`config.mk`:
```
export PLATFORM = sky130hd
export DESIGN_NAME = dec_line_streamer
export DESIGN_NICKNAME = d
export VERILOG_FILES = /design/src/rtl/dls_pkg.sv /design/src/rtl/dls_sub_conv.sv /design/src/rtl/dls_char_fmt.sv /design/src/rtl/dec_line_streamer.sv
export SDC_FILE = /design/constraint.sdc
export NUM_CORES = 1
export LEC_CHECK = 0
export BUFFER_PORTS_ARGS = -buffer_cell sky130_fd_sc_hd__buf_2
export CAP_MARGIN = 25
export CORE_MARGIN = 4
export CORE_UTILIZATION = 30
export CTS_CLUSTER_DIAMETER = 80
export DETAILED_ROUTE_END_ITERATION = 8
export HOLD_SLACK_MARGIN = 0.05
export PLACE_DENSITY = 0.5
export SLEW_MARGIN = 10
export SYNTH_ARGS = -nofsm -noshare
export SYNTH_HDL_FRONTEND = slang
export SYNTH_SLANG_ARGS = --single-unit
```
`constraint.sdc`:
```
create_clock -name clk -period 9.85 [get_ports clk]
set_input_delay 2.4625 -clock clk [delete_from_list [all_inputs] [get_ports clk]]
set_output_delay 2.4625 -clock clk [all_outputs]
set_load 0.005 [all_outputs]
```
`src/rtl/dls_pkg.sv`:
```
package dls_pkg;

  typedef enum logic [1:0] {
    ST_IDLE,
    ST_CONV,
    ST_SEND
  } seq_state_t;

  localparam logic [7:0] ASCII_SPACE = 8'h20;
  localparam logic [7:0] ASCII_ZERO  = 8'h30;

  // 10 raised to n, exact for n up to 19
  function automatic logic [63:0] pow10(input int n);
    logic [63:0] acc;
    acc = 64'd1;
    for (int i = 0; i < n; i++) acc = acc * 64'd10;
    return acc;
  endfunction

endpackage

```
`src/rtl/dls_sub_conv.sv`:
```
module dls_sub_conv #(
  parameter int WIDTH  = 32,
  parameter int DIGITS = 9
) (
  input  logic                   clk,
  input  logic                   rst,
  input  logic                   load_i,
  input  logic [WIDTH-1:0]       value_i,
  output logic                   done_o,
  output logic [DIGITS-1:0][3:0] digits_o
);
  import dls_pkg::*;

  localparam int PW = $clog2(DIGITS + 1);

  logic [WIDTH-1:0]       rem_q;
  logic [PW-1:0]          place_q;
  logic [3:0]             cnt_q;
  logic                   run_q;
  logic                   done_q;
  logic [DIGITS-1:0][3:0] dig_q;
  logic [63:0]            weight;
  logic                   fits;

  // place DIGITS is the discarded overflow place: it implements modulo 10^DIGITS
  assign weight = pow10(int'(place_q));
  assign fits   = 64'(rem_q) >= weight;

  always_ff @(posedge clk) begin
    if (rst) begin
      rem_q   <= '0;
      place_q <= '0;
      cnt_q   <= '0;
      run_q   <= 1'b0;
      done_q  <= 1'b0;
      dig_q   <= '0;
    end else if (load_i) begin
      rem_q   <= value_i;
      place_q <= PW'(DIGITS);
      cnt_q   <= '0;
      run_q   <= 1'b1;
      done_q  <= 1'b0;
    end else if (run_q) begin
      if (fits) begin
        rem_q <= rem_q - weight[WIDTH-1:0];
        cnt_q <= cnt_q + 4'd1;
      end else begin
        if (place_q != PW'(DIGITS)) dig_q[place_q] <= cnt_q;
        cnt_q <= '0;
        if (place_q == '0) begin
          run_q  <= 1'b0;
          done_q <= 1'b1;
        end else begin
          place_q <= place_q - 1'b1;
        end
      end
    end
  end

  assign done_o   = done_q;
  assign digits_o = dig_q;

endmodule

```
`src/rtl/dls_char_fmt.sv`:
```
module dls_char_fmt #(
  parameter int         DIGITS = 9,
  parameter int         PAD    = 4,
  parameter logic [7:0] TAG    = 8'h53,
  parameter int         LINE   = 1 + PAD + DIGITS,
  parameter int         IW     = $clog2(LINE)
) (
  input  logic [IW-1:0]          idx_i,
  input  logic [DIGITS-1:0][3:0] digits_i,
  output logic [7:0]             ch_o
);
  import dls_pkg::*;

  always_comb begin
    int  place;
    logic seen;
    ch_o  = ASCII_SPACE;
    place = 0;
    seen  = 1'b0;
    if (int'(idx_i) == 0) begin
      ch_o = TAG;
    end else if (int'(idx_i) > PAD) begin
      place = DIGITS - 1 - (int'(idx_i) - PAD - 1);
      for (int k = 0; k < DIGITS; k++) begin
        if (k >= place && digits_i[k] != 4'd0) seen = 1'b1;
      end
      for (int k = 0; k < DIGITS; k++) begin
        if (k == place && seen) ch_o = ASCII_ZERO | {4'd0, digits_i[k]};
      end
    end
  end

endmodule

```
`src/rtl/dec_line_streamer.sv`:
```
module dec_line_streamer #(
  parameter int         WIDTH  = 32,
  parameter int         DIGITS = 9,
  parameter int         PAD    = 4,
  parameter logic [7:0] TAG    = 8'h53
) (
  input  logic             clk,
  input  logic             rst,
  input  logic             start_i,
  input  logic [WIDTH-1:0] value_i,
  output logic             busy_o,
  output logic [7:0]       byte_o,
  output logic             byte_valid_o,
  input  logic             byte_ready_i
);
  import dls_pkg::*;

  localparam int LINE = 1 + PAD + DIGITS;
  localparam int IW   = $clog2(LINE);

  seq_state_t             state_q;
  logic [IW-1:0]          idx_q;
  logic [7:0]             byte_q;
  logic                   valid_q;
  logic                   conv_load;
  logic                   conv_done;
  logic [DIGITS-1:0][3:0] digits;
  logic [IW-1:0]          fmt_idx;
  logic [7:0]             fmt_ch;
  logic                   accept;

  assign conv_load = (state_q == ST_IDLE) && start_i;
  assign accept    = valid_q && byte_ready_i;
  assign fmt_idx   = (state_q == ST_SEND) ? idx_q + 1'b1 : '0;

  dls_sub_conv #(.WIDTH(WIDTH), .DIGITS(DIGITS)) u_conv (
    .clk      (clk),
    .rst      (rst),
    .load_i   (conv_load),
    .value_i  (value_i),
    .done_o   (conv_done),
    .digits_o (digits)
  );

  dls_char_fmt #(.DIGITS(DIGITS), .PAD(PAD), .TAG(TAG), .LINE(LINE), .IW(IW)) u_fmt (
    .idx_i    (fmt_idx),
    .digits_i (digits),
    .ch_o     (fmt_ch)
  );

  always_ff @(posedge clk) begin
    if (rst) begin
      state_q <= ST_IDLE;
      idx_q   <= '0;
      byte_q  <= '0;
      valid_q <= 1'b0;
    end else begin
      unique case (state_q)
        ST_IDLE: if (start_i) state_q <= ST_CONV;
        ST_CONV: if (conv_done) begin
          state_q <= ST_SEND;
          idx_q   <= '0;
          byte_q  <= fmt_ch;
          valid_q <= 1'b1;
        end
        ST_SEND: if (accept) begin
          if (idx_q == IW'(LINE - 1)) begin
            valid_q <= 1'b0;
            state_q <= ST_IDLE;
          end else begin
            idx_q  <= idx_q + 1'b1;
            byte_q <= fmt_ch;
          end
        end
        default: state_q <= ST_IDLE;
      endcase
    end
  end

  assign busy_o       = (state_q != ST_IDLE);
  assign byte_o       = byte_q;
  assign byte_valid_o = valid_q;

endmodule

```
Word level (Yosys, flattened, before mapping)
Cells that the tools add are included.
{"block": "word_totals", "regBits": 93, "input_bits": 36, "output_inout_bits": 10, "elab_cells": 193}
{"block": "op_classes", "addsub": 7, "order_cmp": 28, "n_eq_ne": 19, "mux": 70, "n_bitwise": 3, "n_reduce_logical": 47}
{"op": "64-bit two-way mux", "n": 14}
{"op": "4-bit by 32-bit equality test with 1-bit output (first input constant)", "n": 4}
{"op": "4-bit by 32-bit >= comparator with 1-bit output (first input constant)", "n": 4}
{"op": "32-bit two-way mux", "n": 3}
{"op": "3-bit by 32-bit equality test with 1-bit output (first input constant)", "n": 2}
{"op": "3-bit by 32-bit >= comparator with 1-bit output (first input constant)", "n": 2}
{"op": "32-bit by 64-bit >= comparator with 1-bit output", "n": 1}
{"op": "5-bit two-way mux", "n": 10}
{"op": "50-bit two-way mux", "n": 1}
{"op": "4-bit two-way mux", "n": 10}
{"op": "36-bit bitwise mux", "n": 1}
{"op": "4-bit nonzero test", "n": 9}
{"op": "2-bit by 32-bit equality test with 1-bit output (first input constant)", "n": 1}
{"op": "5-bit by 32-bit equality test with 1-bit output (first input constant)", "n": 1}
{"op": "1-bit by 32-bit >= comparator with 1-bit output (first input constant)", "n": 1}
{"op": "2-bit by 32-bit >= comparator with 1-bit output (first input constant)", "n": 1}
{"op": "5-bit by 32-bit >= comparator with 1-bit output (first input constant)", "n": 1}
{"op": "32-bit logical NOT", "n": 1}
{"op": "8-bit two-way mux", "n": 4}
{"op": "32-bit by 2-bit subtractor with 32-bit output (second input constant)", "n": 1}
{"op": "32-bit subtractor", "n": 1}
{"op": "5-bit by 32-bit subtractor with 32-bit output (first input constant)", "n": 1}
{"op": "4-bit less-than comparator (first input constant)", "n": 7}
{"op": "1-bit logical AND", "n": 21}
{"op": "other kinds (30)", "n": 72}

Logic depth before layout (Yosys ltp)
{"block": "depth", "depth_word": 33, "mapped_depth": 21, "ltp_nobuf": 17}

By module
From an unflattened synthesis, not the netlist that was laid out.
{"block": "unflattened", "cells_unflattened": 929, "hier_area_um2": 7165.6}
{"module": "dls_sub_conv", "instances": 1, "cells_each": 705, "area_each_um2": 5437.7, "seq_area_each_um2": 1561.5}
{"module": "dls_char_fmt", "instances": 1, "cells_each": 152, "area_each_um2": 1008.5, "seq_area_each_um2": 0.0}
{"module": "dec_line_streamer", "instances": 1, "cells_each": 72, "area_each_um2": 719.4, "seq_area_each_um2": 300.3}

Least setup slack after synthesis
Ideal clock, no wire load.
{"block": "synth_path", "path_kind": "reg-to-reg", "startpoint": "register u_conv.place_q[1]", "endpoint": "register u_conv.dig_q (netlist bit u_conv.digits_o[11])", "setup_time_ns": 0.128, "arrival_time_ns": 4.147, "required_ns": 9.722, "setup_slack_ns": 5.575, "path_stages_with_launch": 22, "path_buffers": 4, "synth_period_minus_slack_ns": 4.275, "path_cell_list": "dfxtp_1 -> clkinv_1 -> ha_1 -> clkbuf_1 -> inv_1 -> clkbuf_1 -> nand2_1 -> nor2_1 -> nor2_1 -> a21oi_1 -> ha_1 -> clkbuf_1 -> nand4_1 -> nor2_1 -> o21a_1 -> o21ai_1 -> a31oi_1 -> o31a_1 -> clkbuf_1 -> nor4_2 -> mux2i_1 -> nor2_1"}
{"block": "synth_between", "elab_chain_cells": 19, "elab_cells_between_ends": 40, "cone_classes": "18 x order compare; 1 x eq/ne; 18 x mux; 1 x bitwise; 2 x reduce/logical"}
{"element": "start, declared", "line_no": "dls_sub_conv.sv:17", "text": "logic [PW-1:0] place_q;"}
{"element": "start signal, assigned", "line_no": "dls_sub_conv.sv:39", "text": "place_q <= PW'(DIGITS);"}
{"element": "start signal, assigned", "line_no": "dls_sub_conv.sv:54", "text": "place_q <= place_q - 1'b1;"}
{"element": "4-bit less-than comparator", "line_no": "dls_pkg.sv:16", "text": "for (int i = 0; i < n; i++) acc = acc * 64'd10;"}
{"element": "50-bit two-way mux", "line_no": "dls_pkg.sv:16"}
{"element": "64-bit two-way mux (14 in a row)", "line_no": "dls_pkg.sv:16"}
{"element": "32-bit by 64-bit >= comparator with 1-bit output", "line_no": "dls_sub_conv.sv:27", "text": "assign fits = 64'(rem_q) >= weight;"}
{"element": "1-bit NOT (no source line)"}
{"element": "4-bit AND reduction (no source line)"}
{"element": "end signal, assigned by index", "line_no": "dls_sub_conv.sv:48", "text": "if (place_q != PW'(DIGITS)) dig_q[place_q] <= cnt_q;"}
{"element": "end, declared", "line_no": "dls_sub_conv.sv:21", "text": "logic [DIGITS-1:0][3:0] dig_q;"}
Several ways; a longest one is shown, not always the timed one.
A chain may end at the register's enable or synchronous reset.

Worst setup path after layout
{"block": "layout_path", "startpoint": "register u_conv.place_q[1]", "endpoint": "register u_conv.dig_q (netlist bit u_conv.digits_o[14])"}
The elaborated chain is that of the path after synthesis.

==> impl_metrics.csv <==
group,metric,value,unit
status,outcome,"complete, no violations",
power_and_ir_drop,p_comb_frac,0.418,
global_routing,grt_pass1_vias,6184,
global_routing,grt_max_degree,88,
setup_path,critPathKind,"reg2reg",
synthesis,postSynth.asyncResetShare,0,
sta,maxSlewHeadroom,0.357,
placed_design,pre_cts_slack,4.43,ns
clocking,cts_setup_buffers,0,
run,cap_violations,0,
routing,vias,6661,
setup_path,critPathMostFrequentCell,"nor2_1",
sta,fin_crit,5.49,ns
clocking,clock-sinks,92,
setup_path,reg2reg_slack,4.36,ns
power_and_ir_drop,p_leak,0.00307,uW
placed_design,numPortBuffers,44,
clocking,clock_path_buffers,2,
sta,slew_viol_final,0,
power_and_ir_drop,seqPwrFrac,0.317,
placed_design,globalplace.congestion,0.834,
min_path,holdPathEnd,"byte_o[3]$_SDFFE_PP0P_",
sta,finClkSkew,0.00830,ns
global_routing,antenna_found_initial,0,
setup_path,critical_path.top_delay_family,"simple AND/OR/NAND/NOR gates",
final_layout,antennaDiodeCount,0,
setup_path,cp-end-kind,"flip-flop",
synthesis,yosys_most_used_dff,"dfxtp_1",
final_layout,syn_to_final_growth,9.44,%
placed_design,dpl.cell_count,1208,
routing,wire_per_inst,16.3,um
power_and_ir_drop,pwr-share-clk,0.265,
synthesis,synth_seq_cells,92,
final_layout,layout_common_cells,"nor2_1 (135), nand2_1 (118), dfxtp_1 (92), a21oi_1 (78), ha_1 (52)",
synthesis,yosysSeqAreaShare,0.265,
synthesis,syn_nets,1021,
power_and_ir_drop,switchingPower,528,uW
synthesis,avgSynthCellArea,7.47,um2
final_layout,final_common_cell,"nor2_1",
setup_path,cp.arrival,5.70,ns
setup_path,cp-startpoint,"u_conv.place_q[1]$_SDFFE_PP0P_",
routing,highest_layer,"met4",
sta,layout_setup_ws,4.36,ns
final_layout,stdcell_count,1224,
setup_path,crit_required,10.06,ns
clocking,hold_buffers,0,
synthesis,synthCells,932,
setup_path,cp_slowest_cell,"nor4_2",
routing,drt_wl_total,20000,um
setup_path,path_cells,"clkinv_1, ha_1, inv_1, nand2_1, nor2_1, nor2_1, a21oi_1, ha_1, nand4_1, nor2_1, o21a_1, o21ai_1, a31oi_1, o31a_1, nor4_2, mux2i_1, nor2_1",
power_and_ir_drop,p_per_area,174,mW/mm2
setup_path,crit_path_start_kind,"flip-flop",
sta,period_share,0.558,
global_routing,track_usage,0.154,
sta,fmax,0.182,GHz
power_and_ir_drop,switching_share,0.400,
clocking,ctsResizeCount,0,
routing,drt_first_pass_iters,5,
floorplan,die-area,0.0257,mm2
floorplan,ios,46,
routing,viasPerCell,5.44,
sta,hold_viol_final,0,
routing,wl_met2,8680,um
clocking,clk_pin_slew_worst_paths,0.07,ns
global_routing,grt_pass1_wl,32900,um
clocking,cts_made_buffers,9,
sta,tightestPinTransition,0.965,ns
routing,drcViolationCount,0,
final_layout,drive_gt1_frac,0.0927,
sta,setup_violations,0,
final_layout,finalNetCount,1023,
floorplan,row_count,55,
routing,wl_met3,728,um
floorplan,die_h,160,um
global_routing,grt-ovfl-total,0,
synthesis,ys_types,76,
clocking,cts_max_level,3,
sta,setup-tns-final,0,ns
setup_path,r2r_cells,17,
min_path,worstHoldStart,"byte_o[3]$_SDFFE_PP0P_",
sta,rsz0062_at_grt,"false",
synthesis,synth_area,0.00696,mm2
placed_design,dp_hpwl,14800,um
setup_path,path_max_fanout,18,
setup_path,r2r_end,"u_conv.digits_o[14]$_SDFFE_PP0P_",
synthesis,ys_warn_count,0,
floorplan,start_util,0.306,
routing,wl_met1,10300,um
setup_path,crit_buf_inv,2,
synthesis,synth-edff-count,0,
clocking,cts_root_buf,"clkbuf_16",
min_path,hp-class,"reg2reg",
clocking,clock_latency,0.35,ns
routing,antenna_left,0,
power_and_ir_drop,internal_power,794,uW
floorplan,dieWidth,160,um
floorplan,core-area,0.0227,mm2
setup_path,cpPeakStageDelay,0.70,ns
setup_path,r2r-start,"u_conv.place_q[1]$_SDFFE_PP0P_",
power_and_ir_drop,peakVddDrop,0.0769,mV
routing,drt_iter0_drc,468,
final_layout,utilization,0.335,
min_path,hold_depth,2,
clocking,cts_tree,"built",
[registers in the layout (all words and copies together) (netlist names)]
signal           count
u_conv.cnt_q         4
byte_valid_o         1
u_conv.place_q       4
state_q              2
u_conv.digits_o     36
u_conv.done_o        1
byte_o               7
u_conv.run_q         1
idx_q                4
u_conv.rem_q        32
[stage by stage]
| step | hold WS [ns] | area [um2] | total power (uW) |
|---|---|---|---|
| 2_1_floorplan | 0.437 | 6960 | 852 |
| 3_3_place_gp | 0.440 | 7300 | 978 |
| 3_5_place_dp | 0.446 | 7330 | 979 |
| 4_1_cts | 0.455 | 7610 | 1330 |
| 5_1_grt | 0.484 | 7610 | 1420 |
| 6_report | 0.451 | 7610 | 1320 |
[logic make-up (layout without fill, tap and decap cells)]
| group | Yosys count | after routing | synth area share |
|---|---|---|---|
| adder cells (fa/ha/maj) | 53 | 53 | 0.0964 |
| XOR/XNOR | 28 | 28 | 0.0352 |
| AND/OR/NAND/NOR | 372 | 372 | 0.246 |
| other | 1 | 1 | 0.000539 |
| buffers and inverters | 87 | 94 | 0.0554 |
| flip-flops | 92 | 92 | 0.265 |
| AO/OA/AOI/OAI | 264 | 264 | 0.252 |
| multiplexers | 35 | 35 | 0.0504 |
[power groups by stage]
| stage | sequential [uW] | clock (uW) | combinational (uW) |
|---|---|---|---|
| 6_report | 419 | 350 | 552 |
| 5_1_grt | 423 | 371 | 624 |
| 4_1_cts | 419 | 361 | 554 |
| 3_5_place_dp | 428 | 0 | 551 |
| 3_3_place_gp | 428 | 0 | 550 |
| 2_1_floorplan | 415 | 0 | 437 |
[synth_stat cells (all sizes together) (8+ instances only)]
library cell	n	area, um2
nor2	136	510
nand2	119	447
dfxtp	92	1840
a21oi	79	399
ha	52	651
clkbuf	51	211
o21ai	44	224
mux2i	35	350
inv	26	103
a311oi	23	201
xnor2	21	184
nand3	20	100
nor3	17	85.1
nor4	17	131
a211oi	16	125
a21o	16	120
a31oi	13	81.3
nand2b	10	62.6
nand4	10	62.6
o211ai	10	75.1
and3	8	50.1
buf	8	63.8
o21a	8	60.1
[metal layers]
metal | up-vias | GRT usage
met4 | 0 | 0.0418
met3 | 17 | 0.0167
li1 | 3395 | -
met2 | 142 | 0.233
met5 | - | 0
met1 | 3107 | 0.231
[tightest hold or removal path, stage by stage, from the launching register on]
cell	delay, ns
dfxtp_1	0.31
nand2_1	0.05
a21oi_1	0.05
[worst max-delay path by stage]
stage	to	slack [ns]	cells past startpoint
global placement	u_conv.digits_o[12]$_SDFFE_PP0P_	4.55	17
floorplan	u_conv.digits_o[11]$_SDFFE_PP0P_	5.58	21
global route	u_conv.digits_o[34]$_SDFFE_PP0P_	3.89	17
finish	u_conv.digits_o[14]$_SDFFE_PP0P_	4.36	17
detailed placement	u_conv.digits_o[13]$_SDFFE_PP0P_	4.43	17
CTS	u_conv.digits_o[14]$_SDFFE_PP0P_	4.42	17
[cell type report]
type / instances / area, um2
Fill cell: 2503 / 15100
Multi-Input combinational cell: 753 / 4740
Sequential cell: 92 / 1840
Tap cell: 285 / 357
Timing Repair Buffer: 50 / 285
Clock buffer: 11 / 243
Inverter: 28 / 110
Clock inverter: 5 / 42.5
Note: power is estimated with default switching activity, not from simulation.
